[src/rtl/mw_pkg.sv]
`timescale 1ns/1ps
package mw_pkg;
  typedef enum logic [2:0] {
    ST_IDLE,
    ST_CMD,
    ST_WDATA,
    ST_RDATA,
    ST_HOLD
  } mw_state_e;

  localparam logic [1:0] OP_SPECIAL = 2'b00;
  localparam logic [1:0] OP_WRITE   = 2'b01;
  localparam logic [1:0] OP_READ    = 2'b10;
  localparam logic [1:0] OP_ERASE   = 2'b11;

  localparam logic [1:0] SUB_WRALL  = 2'b01;
  localparam logic [1:0] SUB_ERALL  = 2'b10;
endpackage

[src/rtl/mw_edge.sv]
`timescale 1ns/1ps
module mw_edge (
  input  logic clk,
  input  logic rst_n,
  input  logic cs_i,
  input  logic sclk_i,
  output logic rise_o,
  output logic fall_o
);
  logic sclk_q;
  logic cs_q;

  always_ff @(posedge clk or negedge rst_n) begin
    if (!rst_n) begin
      sclk_q <= 1'b0;
      cs_q   <= 1'b0;
    end else begin
      sclk_q <= sclk_i;
      cs_q   <= cs_i;
    end
  end

  // a serial edge counts only while select is high
  assign rise_o = cs_i & sclk_i & ~sclk_q;
  assign fall_o = cs_q & ~cs_i;
endmodule

[src/rtl/mw_store.sv]
`timescale 1ns/1ps
module mw_store #(
  parameter int ADDR_W = 6,
  parameter int WORD_W = 16
) (
  input  logic              clk,
  input  logic              rst_n,
  input  logic              wr_en_i,
  input  logic              wr_all_i,
  input  logic [ADDR_W-1:0] wr_addr_i,
  input  logic [WORD_W-1:0] wr_data_i,
  input  logic [ADDR_W-1:0] rd_addr_i,
  output logic [WORD_W-1:0] rd_data_o,
  input  logic [ADDR_W-1:0] tap_addr_i,
  output logic [WORD_W-1:0] tap_data_o
);
  localparam int DEPTH = 1 << ADDR_W;

  logic [WORD_W-1:0] mem [DEPTH];

  for (genvar g = 0; g < DEPTH; g++) begin : g_word
    always_ff @(posedge clk or negedge rst_n) begin
      if (!rst_n)
        mem[g] <= '0;
      else if (wr_en_i && (wr_all_i || wr_addr_i == ADDR_W'(g)))
        mem[g] <= wr_data_i;
    end
  end

  assign rd_data_o  = mem[rd_addr_i];
  assign tap_data_o = mem[tap_addr_i];


  single_write_chk: assert property (@(posedge clk) disable iff (!rst_n)
    (wr_en_i && !wr_all_i) |=> mem[$past(wr_addr_i)] == $past(wr_data_i));


  bulk_write_chk: assert property (@(posedge clk) disable iff (!rst_n)
    (wr_en_i && wr_all_i) |=> (mem[0] == $past(wr_data_i)) && (mem[DEPTH-1] == $past(wr_data_i)));


  no_write_hold_chk: assert property (@(posedge clk) disable iff (!rst_n)
    !wr_en_i |=> $stable(mem[0]) && $stable(mem[DEPTH-1]));
endmodule

[src/rtl/mw_ctrl.sv]
`timescale 1ns/1ps
module mw_ctrl
  import mw_pkg::*;
#(
  parameter int ADDR_W = 6,
  parameter int WORD_W = 16
) (
  input  logic              clk,
  input  logic              rst_n,
  input  logic              rise_i,
  input  logic              fall_i,
  input  logic              din_i,
  output logic              dout_o,
  output logic              wr_en_o,
  output logic              wr_all_o,
  output logic [ADDR_W-1:0] wr_addr_o,
  output logic [WORD_W-1:0] wr_data_o,
  output logic [ADDR_W-1:0] rd_addr_o,
  input  logic [WORD_W-1:0] rd_data_i
);
  localparam int CMD_W = ADDR_W + 2;
  localparam int MAX_W = (WORD_W > CMD_W) ? WORD_W : CMD_W;
  localparam int CNT_W = $clog2(MAX_W);
  localparam logic [CNT_W-1:0] CMD_LAST  = CNT_W'(CMD_W - 1);
  localparam logic [CNT_W-1:0] WORD_LAST = CNT_W'(WORD_W - 1);

  mw_state_e         state;
  logic [CNT_W-1:0]  cnt;
  logic [CMD_W-1:0]  cmd;
  logic [ADDR_W-1:0] addr;
  logic [WORD_W-1:0] sbuf;
  logic              we_q;
  logic              dout_q;

  logic [CMD_W-1:0]  cmd_nxt;
  logic [WORD_W-1:0] data_nxt;
  logic [1:0]        op_nxt;
  logic [1:0]        sub_nxt;
  logic              cmd_done;
  logic              word_done;

  assign cmd_nxt   = {cmd[CMD_W-2:0], din_i};
  assign data_nxt  = {sbuf[WORD_W-2:0], din_i};
  assign op_nxt    = cmd_nxt[CMD_W-1 -: 2];
  assign sub_nxt   = cmd_nxt[ADDR_W-1 -: 2];
  assign cmd_done  = (state == ST_CMD) && (cnt == CMD_LAST);
  assign word_done = (cnt == WORD_LAST);
  assign rd_addr_o = (state == ST_CMD) ? cmd_nxt[ADDR_W-1:0] : addr + 1'b1;
  assign dout_o    = dout_q;

  always_comb begin
    wr_en_o   = 1'b0;
    wr_all_o  = 1'b0;
    wr_addr_o = cmd_nxt[ADDR_W-1:0];
    wr_data_o = '1;
    if (rise_i) begin
      if (cmd_done) begin
        if (op_nxt == OP_ERASE) begin
          wr_en_o = we_q;
        end else if (op_nxt == OP_SPECIAL && sub_nxt == SUB_ERALL) begin
          wr_en_o  = we_q;
          wr_all_o = 1'b1;
        end
      end else if (state == ST_WDATA && word_done) begin
        wr_en_o   = we_q;
        wr_all_o  = (cmd[CMD_W-1 -: 2] == OP_SPECIAL);
        wr_addr_o = cmd[ADDR_W-1:0];
        wr_data_o = data_nxt;
      end
    end
  end

  always_ff @(posedge clk or negedge rst_n) begin
    if (!rst_n) begin
      state  <= ST_IDLE;
      cnt    <= '0;
      cmd    <= '0;
      addr   <= '0;
      sbuf   <= '0;
      we_q   <= 1'b0;
      dout_q <= 1'b1;
    end else if (fall_i) begin
      state  <= ST_IDLE;
      dout_q <= 1'b1;
    end else if (rise_i) begin
      unique case (state)
        ST_IDLE: begin
          if (din_i) begin
            state <= ST_CMD;
            cnt   <= '0;
            cmd   <= '0;
          end
        end
        ST_CMD: begin
          cmd <= cmd_nxt;
          cnt <= cnt + 1'b1;
          if (cnt == CMD_LAST) begin
            cnt <= '0;
            unique case (op_nxt)
              OP_WRITE: begin
                state <= ST_WDATA;
                sbuf  <= '0;
              end
              OP_READ: begin
                state  <= ST_RDATA;
                addr   <= cmd_nxt[ADDR_W-1:0];
                sbuf   <= rd_data_i;
                dout_q <= 1'b0;
              end
              OP_ERASE: state <= ST_HOLD;
              default: begin
                if (sub_nxt == SUB_WRALL) begin
                  state <= ST_WDATA;
                  sbuf  <= '0;
                end else begin
                  state <= ST_HOLD;
                  if (sub_nxt != SUB_ERALL) we_q <= cmd_nxt[ADDR_W-2];
                end
              end
            endcase
          end
        end
        ST_WDATA: begin
          sbuf <= data_nxt;
          cnt  <= cnt + 1'b1;
          if (word_done) state <= ST_HOLD;
        end
        ST_RDATA: begin
          dout_q <= sbuf[WORD_W-1];
          if (word_done) begin
            cnt  <= '0;
            addr <= addr + 1'b1;
            sbuf <= rd_data_i;
          end else begin
            cnt  <= cnt + 1'b1;
            sbuf <= sbuf << 1;
          end
        end
        default: ;
      endcase
    end
  end


  cs_fall_chk: assert property (@(posedge clk) disable iff (!rst_n)
    fall_i |=> (state == ST_IDLE) && dout_o);


  idle_out_chk: assert property (@(posedge clk) disable iff (!rst_n)
    (state == ST_IDLE || state == ST_CMD) |-> dout_o);


  hold_chk: assert property (@(posedge clk) disable iff (!rst_n)
    (state == ST_HOLD && !fall_i) |=> state == ST_HOLD);


  rd_dummy_chk: assert property (@(posedge clk) disable iff (!rst_n)
    (rise_i && cmd_done && op_nxt == OP_READ) |=> (state == ST_RDATA) && !dout_o);


  we_stable_chk: assert property (@(posedge clk) disable iff (!rst_n)
    (state != ST_CMD) |=> $stable(we_q));


  rd_nowrite_chk: assert property (@(posedge clk) disable iff (!rst_n)
    (state == ST_RDATA) |-> !wr_en_o);
endmodule

[src/rtl/mw_eeprom.sv]
`timescale 1ns/1ps
module mw_eeprom #(
  parameter int ADDR_W = 6,
  parameter int WORD_W = 16
) (
  input  logic              clk,
  input  logic              rst_n,
  input  logic              cs_i,
  input  logic              sclk_i,
  input  logic              din_i,
  output logic              dout_o,
  input  logic [ADDR_W-1:0] tap_addr_i,
  output logic [WORD_W-1:0] tap_data_o
);
  logic              rise;
  logic              fall;
  logic              wr_en;
  logic              wr_all;
  logic [ADDR_W-1:0] wr_addr;
  logic [WORD_W-1:0] wr_data;
  logic [ADDR_W-1:0] rd_addr;
  logic [WORD_W-1:0] rd_data;

  mw_edge u_edge (
    .clk    (clk),
    .rst_n  (rst_n),
    .cs_i   (cs_i),
    .sclk_i (sclk_i),
    .rise_o (rise),
    .fall_o (fall)
  );

  mw_ctrl #(.ADDR_W(ADDR_W), .WORD_W(WORD_W)) u_ctrl (
    .clk       (clk),
    .rst_n     (rst_n),
    .rise_i    (rise),
    .fall_i    (fall),
    .din_i     (din_i),
    .dout_o    (dout_o),
    .wr_en_o   (wr_en),
    .wr_all_o  (wr_all),
    .wr_addr_o (wr_addr),
    .wr_data_o (wr_data),
    .rd_addr_o (rd_addr),
    .rd_data_i (rd_data)
  );

  mw_store #(.ADDR_W(ADDR_W), .WORD_W(WORD_W)) u_store (
    .clk        (clk),
    .rst_n      (rst_n),
    .wr_en_i    (wr_en),
    .wr_all_i   (wr_all),
    .wr_addr_i  (wr_addr),
    .wr_data_i  (wr_data),
    .rd_addr_i  (rd_addr),
    .rd_data_o  (rd_data),
    .tap_addr_i (tap_addr_i),
    .tap_data_o (tap_data_o)
  );
endmodule

[config.mk]
export PLATFORM = sky130hd
export DESIGN_NAME = mw_eeprom
export DESIGN_NICKNAME = d
export VERILOG_FILES = /design/src/rtl/mw_pkg.sv /design/src/rtl/mw_edge.sv /design/src/rtl/mw_store.sv /design/src/rtl/mw_ctrl.sv /design/src/rtl/mw_eeprom.sv
export SDC_FILE = /design/constraint.sdc
export NUM_CORES = 2
export LEC_CHECK = 0
export ABC_AREA = 1
export ABC_CLOCK_PERIOD_IN_PS = 3200
export BUFFER_PORTS_ARGS = -buffer_cell sky130_fd_sc_hd__buf_2
export CAP_MARGIN = 20
export CELL_PAD_IN_SITES_DETAIL_PLACEMENT = 0
export CELL_PAD_IN_SITES_GLOBAL_PLACEMENT = 2
export CORE_ASPECT_RATIO = 1.25
export CORE_MARGIN = 10
export CORE_UTILIZATION = 30
export CTS_CLUSTER_DIAMETER = 100
export DETAILED_ROUTE_END_ITERATION = 7
export GPL_TIMING_DRIVEN = 0
export PLACE_DENSITY = 0.73
export SLEW_MARGIN = 40
export SYNTH_ARGS = -nofsm -noshare
export SYNTH_HDL_FRONTEND = slang
export SYNTH_HIERARCHICAL = 1
export SYNTH_SLANG_ARGS = --single-unit
[constraint.sdc]
create_clock -name clk -period 3.2 [get_ports clk]
set_input_delay 0.64 -clock clk [delete_from_list [all_inputs] [get_ports clk]]
set_output_delay 0.64 -clock clk [all_outputs]
set_load 0.1 [all_outputs]
==> results.toml <==
[run_status]
status = "finished, violations left"
violations = "DRC, setup timing"

[route]
drtIter0Drc = 11100
ant_nets = 0
wirelength_um = 486000
first_pass_iters = 8
post-route-drc-count = 2
drt-vias-per-instance = 6.04
num_vias = 72500
wire_per_inst_um = 40.5

[place]
port_buffers = 23
dp_hpwl_um = 354000
place_congestion = 1.12

[die]
die-area_mm2 = 0.220
num_rows = 184
fp.coreArea_mm2 = 0.201
chipWidth_um = 422
start_util_pct = 30.1
die_h_um = 522
ios = 28

[clocking]
cts_buffers = 136
clk-insertion-delay-late_ns = 0.86
clk_pin_slew_ns = 0.06
cts_tree = "yes"
cts_buffer_depth = 3
cts_max_level = 4
root_buffer = "clkbuf_16"
cts_sinks = 1065

[logic_synthesis]
synth_seq_cells = 1065
syn_area_per_cell_um2 = 6.89
synthCells = 8786
syn_area_mm2 = 0.0606
synth_fp_nets = 8804
ys_seq_area_share_pct = 44.0
yosys_warnings = 6
ys_types = 34

[critical_path]
crit_arrival_ns = 4.11
critPathTopFamily = "buffers and inverters"
path_cells = "inv_2, nand3_4, buf_4, nand3_1, o21ai_1, inv_2, buf_2, nand2_4, nand3_4, nand3_4, nand2_4, nand3_2, nand2_1, nand2_1, nand3_1, nand2_1, nand2_1"
slowest_delay_ns = 0.59
crit_slowest_cell = "buf_2"
worst_path_most_repeated_cell = "nand2_1"
crit_type = "reg2reg"
crit_path_end_kind = "flop"
crit_fanout = 10
cp-start-kind = "flop"
crit_required_ns = 3.96
crit_buf_inv = 4

[sta]
hold_violations = 0
finalSetupViolations = 31
finalCritPeriodShare_pct = 105
final_max_slew_viol_count = 0
tightest_slew_ns = 1.03
skew_ns = 0.0610
clock.fmax_mhz = 299
slew_headroom_pct = 31.3
rsz0062_at_grt = "yes"
period_needed_ns = 3.35
setup_ws_ns = -0.147
hold_ws_ns = 0.293
fin_setup_tns_ns = -1.84

[layout]
layout.nets = 9173
final.fill_count = 20800
area_delta_synth_final_pct = 37.1
drive_above_1_share_pct = 23.0

[worst_hold_path]
hp-class = "in2reg"

[global_routing]
grt_max_degree = 101
grt_pass1_vias = 66000
globalRouteOverflowTotal = 0
antenna_found_initial = 64
grt_usage_pct = 42.4
grt_pass1_wl_um = 629000

[power]
p_per_area_mw_per_mm2 = 691
p_leak_uw = 0.0368
ir_drop_mv = 0.677

[run]
maxCapViolations = 0
==> cells by family after synthesis <==
| family | Yosys count | synth area share [%] |
|---|---|---|
| and+or+nand+nor | 5749 | 39.7 |
| AOI/OAI and AO/OA | 1126 | 9.32 |
| DFF | 1065 | 44.0 |
| buffers and inverters | 837 | 6.83 |
| adders and majority gates | 7 | 0.145 |
| xor gates and xnor gates | 2 | 0.0289 |
==> cell usage in the layout, fill, tap and decap left out, drive strengths merged <==
cell type,instances
inv,59
dlygate4sd3,3
bufinv,16
or2,15
a21oi,2
clkinv,44
nand4,21
clkinvlp,4
dfrtp,1064
o21ai,1115
dfstp,1
nand2,3889
nor3,3
o22ai,8
bufbuf,2
xor2,2
diode,41
nand3b,1
nor2,31
nand3,1789
o21bai,1
ha,7
clkdlybuf4s15,1
clkbuf,417
buf,762
==> state kept, by name, summed over array words and instances, names as in the netlist <==
signal         count
u_store/mem     1024
u_ctrl/dout_o      1
u_ctrl/state       3
u_edge/cs_q        1
u_ctrl/addr        6
u_ctrl/cnt         4
u_edge/sclk_q      1
u_ctrl/sbuf       16
u_ctrl/cmd         8
u_ctrl/we_q        1
==> area by class of cell <==
class | count | area, um2 | share of cell area, %
Multi-Input combinational cell | 6884 | 35700 | 43.0
Sequential cell | 1065 | 26700 | 32.1
Buffer | 760 | 8060 | 9.70
Timing Repair Buffer | 236 | 4070 | 4.90
Clock buffer | 189 | 3950 | 4.75
Tap cell | 2697 | 3370 | 4.06
Clock inverter | 51 | 738 | 0.889
Inverter | 70 | 354 | 0.426
Antenna cell | 41 | 103 | 0.124
Timing Repair inverter | 2 | 36.3 | 0.0437
==> power by group <==
group / internal [uW] / total, uW / switching (uW)
Combinational: 8450 / 26200 / 17700
Clock: 9910 / 16800 / 6890
Sequential: 13900 / 14400 / 482
Total: 32300 / 57400 / 25100
==> timing repair <==
item,CTS,global route
pin swaps,147,231
setup endpoints to repair,1056,1056
resized for setup,1847,888
cloned,29,17
hold buffers,3,0
setup buffers,66,72
endpoints found under the hold margin,73,0
==> cells in the mapped netlist <==
cell / number / area share, %
buf_4: 116 / 1.4
nand3_1: 1786 / 15
nand3_4: 2 / 0.058
clkinv_1: 17 / 0.11
inv_1: 41 / 0.25
nor3_1: 3 / 0.025
ha_1: 7 / 0.14
nand2_2: 4 / 0.041
o22ai_1: 8 / 0.083
nor2_1: 17 / 0.11
inv_4: 2 / 0.021
dfrtp_1: 1064 / 44
o21ai_1: 4 / 0.033
or2_1: 8 / 0.083
clkbuf_2: 39 / 0.32
o21ai_0: 1111 / 9.2
nand4_1: 21 / 0.22
nand2_4: 1 / 0.019
a21oi_1: 2 / 0.017
o21bai_1: 1 / 0.012
inv_2: 10 / 0.062
clkbuf_1: 188 / 1.2
dfstp_2: 1 / 0.043
nor2_2: 10 / 0.10
buf_1: 58 / 0.36
nor2_4: 2 / 0.037
nand3b_1: 1 / 0.012
buf_2: 358 / 3.0
or2_2: 7 / 0.072
nor2_8: 2 / 0.066
buf_6: 8 / 0.15
nand2_1: 3884 / 24
nand3_2: 1 / 0.017
xor2_1: 2 / 0.029
==> worst paths after layout <==
check | to | depth (start not counted) | start | slack [ns]
worst max-delay path | u_ctrl/sbuf[5] | 17 | u_ctrl/state[2] | -0.15
worst min-delay path | u_ctrl/sbuf[0] | 5 | din_i | 0.29
worst max register to register | u_ctrl/sbuf[5] | 17 | u_ctrl/state[2] | -0.15
worst min register to register | u_store/mem[304] | 2 | u_store/mem[304] | 0.51
max in group asynchronous | u_store/mem[903] | 6 | rst_n | 0.55
min in group asynchronous | u_store/mem[369] | 2 | rst_n | 0.36
==> through the flow <==
stage               utilization [%]  cell area, um2  power [uW]  instances  worst slack, ns
global placement               31.9           64100       30600      11500           -23.69
finish                         41.3           83100       57400      12000           -0.147
detailed placement             32.4           65200       30700      11500            -1.92
floorplan                         -           60600       21400       8786            0.361
CTS                            39.2           78800       54100      11900           -0.160
global route                   41.3           83000       57700      12000           -0.180
==> routing by layer <==
layer | GRT usage (%) | part of all wire, %
met1 | 48.2 | 35
met2 | 62.0 | 42
met5 | 0.260 | 0.027
met4 | 43.1 | 13
met3 | 12.5 | 11
==> tightest hold or removal path, delay by kind of cell <==
family | cells | cell delay, ns
buf+inv | 1 | 0.16
simple gates | 4 | 0.26
Note: power is estimated with default switching activity, not from simulation.
